File: src/rtl/gsvc_pkg.sv
// Shared constants, types and helpers for the grouped interrupt service encoder.
// Assumes sixteen lines per group and one 4-bit trigger code per four lines.
package gsvc_pkg;
    localparam int GRP_LINES = 16;
    localparam int TRIG_SPAN = 4;
    localparam int TRIG_W    = 4;
    localparam int FIELD_W   = 4;
    localparam int WORD_W    = 32;

    typedef enum logic [TRIG_W-1:0] {
        TRIG_LOW  = 4'd0,
        TRIG_HIGH = 4'd1,
        TRIG_FALL = 4'd2,
        TRIG_RISE = 4'd4,
        TRIG_BOTH = 4'd6
    } trig_e;

    typedef enum logic [1:0] {
        CLS_CON  = 2'd0,
        CLS_MASK = 2'd1,
        CLS_PEND = 2'd2,
        CLS_SVC  = 2'd3
    } reg_cls_e;

    typedef struct packed {
        logic [FIELD_W-1:0] grp;
        logic [FIELD_W-1:0] line;
    } svc_t;

    // Decide whether one line's trigger condition holds this cycle.
    function automatic logic trig_fire(input logic [TRIG_W-1:0] code,
                                       input logic cur, input logic prev);
        logic hit;
        case (code)
            TRIG_LOW:  hit = !cur;
            TRIG_HIGH: hit = cur;
            TRIG_FALL: hit = prev && !cur;
            TRIG_RISE: hit = !prev && cur;
            TRIG_BOTH: hit = prev ^ cur;
            default:   hit = 1'b0;
        endcase
        return hit;
    endfunction

    // Index of the lowest set bit of a group's field (0 when none is set).
    function automatic logic [FIELD_W-1:0] lowest_set(input logic [GRP_LINES-1:0] v);
        logic [FIELD_W-1:0] idx;
        idx = '0;
        for (int i = GRP_LINES - 1; i >= 0; i--) begin
            if (v[i]) idx = FIELD_W'(i);
        end
        return idx;
    endfunction
endpackage

File: src/rtl/gsvc_trig.sv
// Trigger detector for one group of lines.
// Keeps the previous sample of each line and applies the shared 4-bit code of
// its four-line block. The lines are assumed synchronous to clk. Because the
// history register loads on every edge, including edges in reset, leaving
// reset never looks like an edge.
module gsvc_trig
    import gsvc_pkg::*;
#(
    parameter int LINES = GRP_LINES
) (
    input  logic                               clk,
    input  logic [LINES-1:0]                   lines,
    input  logic [(LINES/TRIG_SPAN)*TRIG_W-1:0] cfg,
    output logic [LINES-1:0]                   fire
);
    logic [LINES-1:0] prev_q;

    // Capture the previous sample of every line for edge comparison.
    always_ff @(posedge clk) begin
        prev_q <= lines;
    end

    for (genvar i = 0; i < LINES; i++) begin : g_line
        localparam int BLK = i / TRIG_SPAN;
        // Evaluate the block's shared trigger code for this line.
        assign fire[i] = trig_fire(cfg[BLK*TRIG_W +: TRIG_W], lines[i], prev_q[i]);
    end
endmodule

File: src/rtl/gsvc_grp_regs.sv
// Trigger, mask and pending storage for one group.
// A trigger hit sets pending whether or not the line is masked, and a hit wins
// over a write-one clear in the same cycle. Reset masks every line.
module gsvc_grp_regs
    import gsvc_pkg::*;
#(
    parameter int LINES = GRP_LINES
) (
    input  logic                                clk,
    input  logic                                rst_n,
    input  logic [LINES-1:0]                    fire,
    input  logic [LINES-1:0]                    wdata,
    input  logic                                cfg_we,
    input  logic                                mask_we,
    input  logic                                pend_we,
    output logic [(LINES/TRIG_SPAN)*TRIG_W-1:0] cfg_q,
    output logic [LINES-1:0]                    mask_q,
    output logic [LINES-1:0]                    pend_q
);
    localparam int CFG_W = (LINES / TRIG_SPAN) * TRIG_W;

    logic [LINES-1:0] clr;

    // Select the bits a pending write asks to clear.
    assign clr = pend_we ? wdata : '0;

    // Hold the trigger codes, written as a whole half-word.
    always_ff @(posedge clk) begin
        if (!rst_n)      cfg_q <= '0;
        else if (cfg_we) cfg_q <= CFG_W'(wdata);
    end

    // Hold the mask bits; reset leaves every line masked.
    always_ff @(posedge clk) begin
        if (!rst_n)       mask_q <= '1;
        else if (mask_we) mask_q <= wdata;
    end

    // Latch trigger hits and apply write-one clears, with hits taking priority.
    always_ff @(posedge clk) begin
        if (!rst_n) pend_q <= '0;
        else        pend_q <= (pend_q & ~clr) | fire;
    end
endmodule

File: src/rtl/gsvc_prio.sv
// Fixed-priority service encoder.
// Picks the lowest group that has an active line, then that group's lowest
// active line. Output group 0 means nothing is active. Assumes
// NUM_GROUPS <= 15 so the group number fits its field.
module gsvc_prio
    import gsvc_pkg::*;
#(
    parameter int NUM_GROUPS = 4
) (
    input  logic [NUM_GROUPS*GRP_LINES-1:0] active,
    output svc_t                            svc
);
    logic [NUM_GROUPS-1:0] grp_busy;

    for (genvar g = 0; g < NUM_GROUPS; g++) begin : g_busy
        // Flag a group that has any active line.
        assign grp_busy[g] = |active[g*GRP_LINES +: GRP_LINES];
    end

    // Choose the lowest busy group and encode its lowest active line.
    always_comb begin
        int sel;
        sel = 0;
        for (int g = NUM_GROUPS - 1; g >= 0; g--) begin
            if (grp_busy[g]) sel = g;
        end
        if (|grp_busy) begin
            svc.grp  = FIELD_W'(sel + 1);
            svc.line = lowest_set(active[sel*GRP_LINES +: GRP_LINES]);
        end else begin
            svc.grp  = '0;
            svc.line = '0;
        end
    end
endmodule

File: src/rtl/gpio_irq_svc_enc.sv
// Grouped GPIO interrupt service encoder, top level.
// Decodes the register port, instantiates one trigger detector and one
// register set per group, merges the active lines into the parent interrupt,
// and exposes the service word. Assumes line_in is synchronous to clk,
// NUM_GROUPS <= 15 and ADDR_W >= 6.
module gpio_irq_svc_enc
    import gsvc_pkg::*;
#(
    parameter int NUM_GROUPS = 4,
    parameter int ADDR_W     = 8
) (
    input  logic                            clk,
    input  logic                            rst_n,
    input  logic [NUM_GROUPS*GRP_LINES-1:0] line_in,
    input  logic                            reg_we,
    input  logic [ADDR_W-1:0]               reg_addr,
    input  logic [WORD_W-1:0]               reg_wdata,
    output logic [WORD_W-1:0]               reg_rdata,
    output logic                            irq_o
);
    localparam int TOTAL  = NUM_GROUPS * GRP_LINES;
    localparam int WIDX_W = ADDR_W - 4;
    localparam int HALF_W = WORD_W / 2;
    localparam int CFG_W  = (GRP_LINES / TRIG_SPAN) * TRIG_W;

    reg_cls_e           cls;
    logic [WIDX_W-1:0]  widx;
    logic               aligned;
    logic [TOTAL-1:0]   pend_flat;
    logic [TOTAL-1:0]   mask_flat;
    logic [TOTAL-1:0]   con_flat;
    logic [TOTAL-1:0]   fire_flat;
    logic [TOTAL-1:0]   active;
    svc_t               svc;
    logic [FIELD_W-1:0] svc_grp;
    logic [FIELD_W-1:0] svc_line;

    // Split the byte address into class, word index and alignment.
    assign cls     = reg_cls_e'(reg_addr[ADDR_W-1 -: 2]);
    assign widx    = reg_addr[ADDR_W-3:2];
    assign aligned = (reg_addr[1:0] == 2'b00);

    for (genvar g = 0; g < NUM_GROUPS; g++) begin : g_grp
        localparam logic [WIDX_W-1:0] MY_WORD = WIDX_W'(g / 2);
        localparam int                HALF    = g % 2;
        logic wsel;

        // Select this group when an aligned write targets its shared word.
        assign wsel = reg_we && aligned && (widx == MY_WORD);

        gsvc_trig #(.LINES(GRP_LINES)) u_trig (
            .clk   (clk),
            .lines (line_in[g*GRP_LINES +: GRP_LINES]),
            .cfg   (con_flat[g*CFG_W +: CFG_W]),
            .fire  (fire_flat[g*GRP_LINES +: GRP_LINES])
        );

        gsvc_grp_regs #(.LINES(GRP_LINES)) u_regs (
            .clk     (clk),
            .rst_n   (rst_n),
            .fire    (fire_flat[g*GRP_LINES +: GRP_LINES]),
            .wdata   (reg_wdata[HALF*HALF_W +: GRP_LINES]),
            .cfg_we  (wsel && (cls == CLS_CON)),
            .mask_we (wsel && (cls == CLS_MASK)),
            .pend_we (wsel && (cls == CLS_PEND)),
            .cfg_q   (con_flat[g*CFG_W +: CFG_W]),
            .mask_q  (mask_flat[g*GRP_LINES +: GRP_LINES]),
            .pend_q  (pend_flat[g*GRP_LINES +: GRP_LINES])
        );
    end

    // A line is active while pending and unmasked.
    assign active = pend_flat & ~mask_flat;

    // Raise the parent interrupt while any line is active.
    assign irq_o = |active;

    gsvc_prio #(.NUM_GROUPS(NUM_GROUPS)) u_prio (
        .active (active),
        .svc    (svc)
    );

    // Expose the service fields for the bound checker.
    assign svc_grp  = svc.grp;
    assign svc_line = svc.line;

    // Return the addressed word; unmapped or misaligned reads yield zero.
    always_comb begin
        reg_rdata = '0;
        if (aligned) begin
            if (cls == CLS_SVC) begin
                reg_rdata = WORD_W'({svc.grp, svc.line});
            end else begin
                for (int g = 0; g < NUM_GROUPS; g++) begin
                    if (widx == WIDX_W'(g / 2)) begin
                        if (cls == CLS_CON)
                            reg_rdata[(g%2)*HALF_W +: HALF_W] = con_flat[g*CFG_W +: CFG_W];
                        else if (cls == CLS_MASK)
                            reg_rdata[(g%2)*HALF_W +: HALF_W] = mask_flat[g*GRP_LINES +: GRP_LINES];
                        else
                            reg_rdata[(g%2)*HALF_W +: HALF_W] = pend_flat[g*GRP_LINES +: GRP_LINES];
                    end
                end
            end
        end
    end
endmodule

File: config.mk
export PLATFORM = sky130hd
export DESIGN_NAME = gpio_irq_svc_enc
export DESIGN_NICKNAME = d
export VERILOG_FILES = /design/src/rtl/gsvc_pkg.sv /design/src/rtl/gsvc_trig.sv /design/src/rtl/gsvc_grp_regs.sv /design/src/rtl/gsvc_prio.sv /design/src/rtl/gpio_irq_svc_enc.sv
export SDC_FILE = /design/constraint.sdc
export NUM_CORES = 1
export LEC_CHECK = 0
export ABC_AREA = 0
export BUFFER_PORTS_ARGS = -buffer_cell sky130_fd_sc_hd__clkbuf_2
export CAP_MARGIN = 20
export CORE_MARGIN = 5
export CORE_UTILIZATION = 50
export CTS_CLUSTER_DIAMETER = 120
export CTS_CLUSTER_SIZE = 16
export DETAILED_ROUTE_END_ITERATION = 12
export MAX_ROUTING_LAYER = met4
export PLACE_DENSITY_LB_ADDON = 0.3
export SLEW_MARGIN = 10
export SYNTH_ARGS = -nofsm -noshare
export SYNTH_HDL_FRONTEND = slang
export SYNTH_SLANG_ARGS = --single-unit
File: constraint.sdc
create_clock -name clk -period 10.2 [get_ports clk]
set_clock_uncertainty 0.05 [all_clocks]
set_input_delay 2.04 -clock clk [delete_from_list [all_inputs] [get_ports clk]]
set_output_delay 2.04 -clock clk [all_outputs]
set_load 0.01 [all_outputs]
* Word-level counts from Yosys, hierarchy flattened *
Index checks and enable logic that the tools add are counted.

operators by class
  reduce and logical (&&, ||, !) cells = 289
  add/subtract/negate cells = 1
  bitwise gates (word level) = 78
  muxes and demuxes = 103
  shifts and indexed selects = 1
  eq/ne operators = 68

operators by type and width
  operator                                        count
  one-hot mux 1 bit (5 select lines)              64
  two-way mux 16 bit                              16
  logical AND 1 bit                               137
  == test 4 x 3 -> 1 bit (second input constant)  32
  zero test 1 bit                                 128
  == test 4 x 1 -> 1 bit (second input constant)  17
  zero test 4 bit                                 17
  AND 16 bit                                      4
  AND 64 bit                                      1
  == test 4 x 2 -> 1 bit (second input constant)  16
  two-way mux 32 bit                              2
  two-way mux 4 bit                               16
  inverter 16 bit                                 4
  inverter 64 bit                                 1
  OR 16 bit                                       4
  OR reduction 16 bit                             4
  OR reduction 64 bit                             1
  indexed part select 64 x 7 -> 16 bit            1
  bitwise XOR 1 bit                               64
  two-way mux 2 bit                               4
  two-way mux 8 bit                               1
  == test 2 bit (second input constant)           2
  zero test 2 bit                                 2
  adder 2 x 1 -> 3 bit (second input constant)    1
  == test 2 x 1 -> 1 bit (second input constant)  1

storage, ports and cells
  output and inout bits = 33
  register bits after elaboration = 256
  word-level logic and storage cells = 556
  input port bits = 107

* Longest topological paths before layout *
  word-level depth = 27
  depth in mapped cells = 13

* By module *
A second synthesis with hierarchy kept.

unflattened totals
  cell total of the unflattened synthesis = 1953
  area, all modules = 16898.7 sq um

modules (own cells, without submodules)
  module            sequential area each (sq um)  area an instance (sq um)  times used  cells an instance
  gsvc_grp_regs     960.9                         1769.2                    4           171
  gsvc_trig         320.3                         1581.5                    4           194
  gpio_irq_svc_enc  0.0                           2621.3                    1           383
  gsvc_prio         0.0                           874.6                     1           110

* Least setup slack after synthesis *
Ideal clock, no wire load.

  path kind = input port to output port
  from = input reg_addr[6]
  to = output reg_rdata[6]
  path buffers = 4
  data required time = 8.110 ns
  stages = 8
  setup slack = 4.281 ns
  data arrival time = 3.829 ns
  cell sequence = clkbuf_1 > buf_1 > clkbuf_1 > buf_1 > mux2i_1 > o21ai_0 > a21oi_1 > o21ai_0

on the way
  longest elaborated chain between the ends = 7

ends and longest elaborated chain
  what                              line                    RTL
  start: declaration                gpio_irq_svc_enc.sv:16  input logic [ADDR_W-1:0] reg_addr,
  == test 2 x 1 -> 1 bit            gpio_irq_svc_enc.sv:98  else if (cls == CLS_MASK)
  two-way mux 16 bit                gpio_irq_svc_enc.sv:98
  two-way mux 16 bit                gpio_irq_svc_enc.sv:96  if (cls == CLS_CON)
  two-way mux 16 bit (2 in series)  gpio_irq_svc_enc.sv:95  if (widx == WIDX_W'(g / 2)) begin
  two-way mux 32 bit (*)            gpio_irq_svc_enc.sv:91  if (cls == CLS_SVC) begin
  two-way mux 32 bit (*)            gpio_irq_svc_enc.sv:90  if (aligned) begin
  end: declaration                  gpio_irq_svc_enc.sv:18  output logic [WORD_W-1:0] reg_rdata,

Every way passes the cells marked *; elsewhere a longest branch is shown, timed or not.

* Worst setup path after layout *
  from = input reg_addr[6]
  to = output reg_rdata[11]

The elaborated chain is that of the path after synthesis.

==> results.py <==
metrics = {
    "worst_hold_path": {
        "whs_endpoint": "g_grp[0].u_regs.mask_q[2]$_SDFFE_PN1P_",
        "hp-start": "g_grp[0].u_regs.mask_q[2]$_SDFFE_PN1P_",
        "hp-class": "reg2reg",
        "whs_path_depth": 2,
    },
    "floorplanning": {
        "die_y_um": 191,
        "die_width_um": 191,
        "placement_rows": 66,
        "die-area_um2": 36300,
        "io_pins": 140,
        "initial_utilization_pct": 50.3,
        "core_um2": 32400,
    },
    "yosys": {
        "yosys.area_share.adder_pct": 9.91,
        "synth_xor_area_share_pct": 0,
        "async_flop_share_pct": 0,
        "synth-edff-count": 0,
        "yosysSeqAreaShare_pct": 31.5,
        "yosys_most_used_dff": "sky130_fd_sc_hd__dfxtp_1",
        "syn_nets": 2413,
        "synth_area_um2": 16300,
        "synth_top_cell_by_area": "sky130_fd_sc_hd__dfxtp_1",
        "synth.area.mux_share_pct": 10.5,
        "synth-seq-cells": 256,
        "yosys_warnings": 0,
        "post_synth_main_area_contributors": "sky130_fd_sc_hd__dfxtp_1 (31%), sky130_fd_sc_hd__ha_1 (9.9%), sky130_fd_sc_hd__nand2_1 (9.5%)",
        "postSynthAreaPerCell_um2": 7.48,
        "synth-compound-area-share_pct": 15.6,
        "yosys.area.top_type_share_pct": 31.5,
        "synth_top_family_by_area": "simple AND/OR/NAND/NOR gates",
        "post_synth_inst_count": 2177,
        "ys_types": 61,
        "post_synth_and_or_nand_nor_area_fraction_pct": 25.6,
    },
    "critical_path": {
        "regToRegEndpoint": "g_grp[3].u_regs.pend_q[5]$_SDFF_PN0_",
        "worstRegToRegCells": 8,
        "end_kind": "output port",
        "reg2reg_setup_slack_ns": 8.37,
        "worst_ep_arrival_time_ns": 4.45,
        "critPathLaunchType": "input port",
        "path_class": "in2out",
        "r2r-start": "g_grp[3].u_regs.cfg_q[6]$_SDFFE_PN0P_",
        "worst_ep_required_time_ns": 8.11,
        "path_max_fanout": 53,
    },
    "clocking": {
        "post-cts-setup-buffer-count": 0,
        "cts.clk_slew.worst_paths_ns": 0.07,
        "clock_tree_from_tritoncts": "built",
        "clk_latency_ns": 0.50,
        "hold_buffers": 0,
        "h-tree-depth": 1,
        "clock_path_buffers": 3,
        "numCtsBuffers": 19,
        "tritoncts_num_sinks": 256,
        "ctsResizeCount": 0,
        "clk_root_buffer_cell": "sky130_fd_sc_hd__clkbuf_16",
    },
    "run_status": {
        "run_status": "completed",
    },
    "detailed_routing": {
        "route.detailed.wl_per_inst_um": 17.5,
        "first_iter_violations": 1201,
        "viasPerCell": 5.65,
        "drt_drc_violations_left": 0,
        "first_pass_iters": 6,
        "final_antenna_net_count": 0,
        "routed_wirelength_um": 46700,
        "route.vias.total": 15000,
    },
    "global_route": {
        "grt_antenna_before_repair": 0,
        "first_pass_grt_wire_length_um": 73700,
        "grt_start_max_net_pins": 110,
        "grt_pass1_vias": 14100,
        "grt_remaining_overflow": 0,
        "grt.total_usage_pct": 25.4,
    },
    "sta": {
        "timing.final.max_slew_violations": 0,
        "fin_crit_ns": 6.54,
        "final_number_of_setup_violating_endpoints": 0,
        "grt_setup_unrepaired": "no",
        "final.setup.tns_ns": 0,
        "final_worst_path_period_share_pct": 64.1,
        "max-slew-margin-rel_pct": 28.6,
        "fin_worst_hold_slack_ns": 0.438,
        "timing_worst_slew_pin_value_ns": 1.07,
        "final_hold_viol_count": 0,
        "clock.fmax_mhz": 153,
    },
    "power_and_ir_drop": {
        "vdd_ir_drop_max_v": 0.0000869,
        "power-per-cell-area_nw_per_um2": 114,
        "totalPowerFinal_w": 0.00201,
        "static-leakage-power_nw": 7.89,
    },
    "cells_and_area": {
        "num_antenna_cells": 0,
        "area.growth.synth_to_final_pct": 8.31,
        "fin_nets": 2460,
        "layout.cells.most_common_list": "sky130_fd_sc_hd__nand2_1 (412), sky130_fd_sc_hd__dfxtp_1 (256), sky130_fd_sc_hd__nor2_1 (203)",
        "layout-drive-gt1-share_pct": 13.3,
        "layout_commonest_cell": "sky130_fd_sc_hd__nand2_1",
    },
    "placed_design": {
        "io_buffers": 139,
        "finalWeightedCongestion": 0.962,
        "half_perimeter_wire_length_of_the_detailed_placement_result_um": 33200,
    },
    "job": {
        "drv_cap": 0,
    },
}
-- power breakdown --
group          switching, W  internal, W  total (W)
registers         0.0000256      0.00103    0.00106
logic              0.000142     0.000119   0.000261
clock network      0.000359     0.000331   0.000691
total              0.000527      0.00148    0.00201
-- registers in the layout (all words and copies together) (netlist names) --
| name | flops |
|---|---|
| g_grp.u_regs.mask_q | 64 |
| g_grp.u_regs.pend_q | 64 |
| g_grp.u_trig.prev_q | 64 |
| g_grp.u_regs.cfg_q | 64 |
-- metrics by stage --
| stage | instance area (um2) | instances | setup WS [ns] | utilization, % |
|---|---|---|---|---|
| 2_1_floorplan | 16300 | 2177 | 4.28 | - |
| 3_3_place_gp | 17200 | 2645 | 3.76 | 53.0 |
| 3_5_place_dp | 17200 | 2645 | 3.74 | 53.0 |
| 4_1_cts | 17600 | 2664 | 3.73 | 54.5 |
| 5_1_grt | 17600 | 2664 | 3.60 | 54.5 |
| 6_report | 17600 | 2664 | 3.66 | 54.5 |
-- logic make-up (layout without fill, tap and decap cells) --
logic type               count (synthesis)  in the layout
buffers and inverters                  303            348
AO/OA/AOI/OAI                          422            422
adder cells (fa/ha/maj)                129            129
multiplexers                           150            150
AND/OR/NAND/NOR                        917            917
flip-flops                             256            256
-- critical path, stage by stage --
cell	delay, ns
sky130_fd_sc_hd__buf_2	0.55
sky130_fd_sc_hd__buf_4	0.65
sky130_fd_sc_hd__mux2_2	0.41
sky130_fd_sc_hd__mux2_2	0.25
sky130_fd_sc_hd__o22ai_1	0.23
sky130_fd_sc_hd__nor2_1	0.07
sky130_fd_sc_hd__clkbuf_2	0.15
-- final cells by class --
cell class | instances | area (um2)
timing repair buffer | 151 | 788
clock buffer | 19 | 475
inverter | 178 | 668
sequential | 256 | 5120
fill | 3102 | 14700
tap | 442 | 553
multi-input combinational | 1618 | 10000
-- cells in the mapped netlist, types with 9 or more instances --
master,count
sky130_fd_sc_hd__nand3_1,67
sky130_fd_sc_hd__a21boi_0,64
sky130_fd_sc_hd__nor3_1,25
sky130_fd_sc_hd__nor2_1,203
sky130_fd_sc_hd__dfxtp_1,256
sky130_fd_sc_hd__nand3b_1,9
sky130_fd_sc_hd__inv_1,176
sky130_fd_sc_hd__o22ai_1,26
sky130_fd_sc_hd__mux2_2,101
sky130_fd_sc_hd__a31oi_1,11
sky130_fd_sc_hd__clkbuf_1,112
sky130_fd_sc_hd__a222oi_1,18
sky130_fd_sc_hd__a21oi_1,156
sky130_fd_sc_hd__and2_1,47
sky130_fd_sc_hd__o21ai_0,108
sky130_fd_sc_hd__nand2b_1,24
sky130_fd_sc_hd__nand2_1,413
sky130_fd_sc_hd__buf_1,10
sky130_fd_sc_hd__nor2b_1,88
sky130_fd_sc_hd__mux2i_1,43
sky130_fd_sc_hd__ha_1,129
-- how the worst max path moves through the flow --
stage / startpoint / to / slack (ns) / depth (start not counted)
floorplan: reg_addr[6] / reg_rdata[6] / 4.28 / 8
global placement: reg_addr[6] / reg_rdata[11] / 3.76 / 7
detailed placement: reg_addr[6] / reg_rdata[11] / 3.74 / 7
CTS: reg_addr[6] / reg_rdata[11] / 3.73 / 7
global route: reg_addr[6] / reg_rdata[11] / 3.60 / 7
finish: reg_addr[6] / reg_rdata[11] / 3.66 / 7
-- metal layers --
| metal | up-vias | share of wire (%) | track usage, % |
|---|---|---|---|
| li1 | 7347 | - | - |
| met1 | 7051 | 43 | 32.2 |
| met2 | 535 | 46 | 41.3 |
| met3 | 115 | 6.8 | 3.59 |
| met4 | 0 | 4.0 | 9.70 |
| met5 | - | 0 | - |
Note: power is estimated with default switching activity, not from simulation.
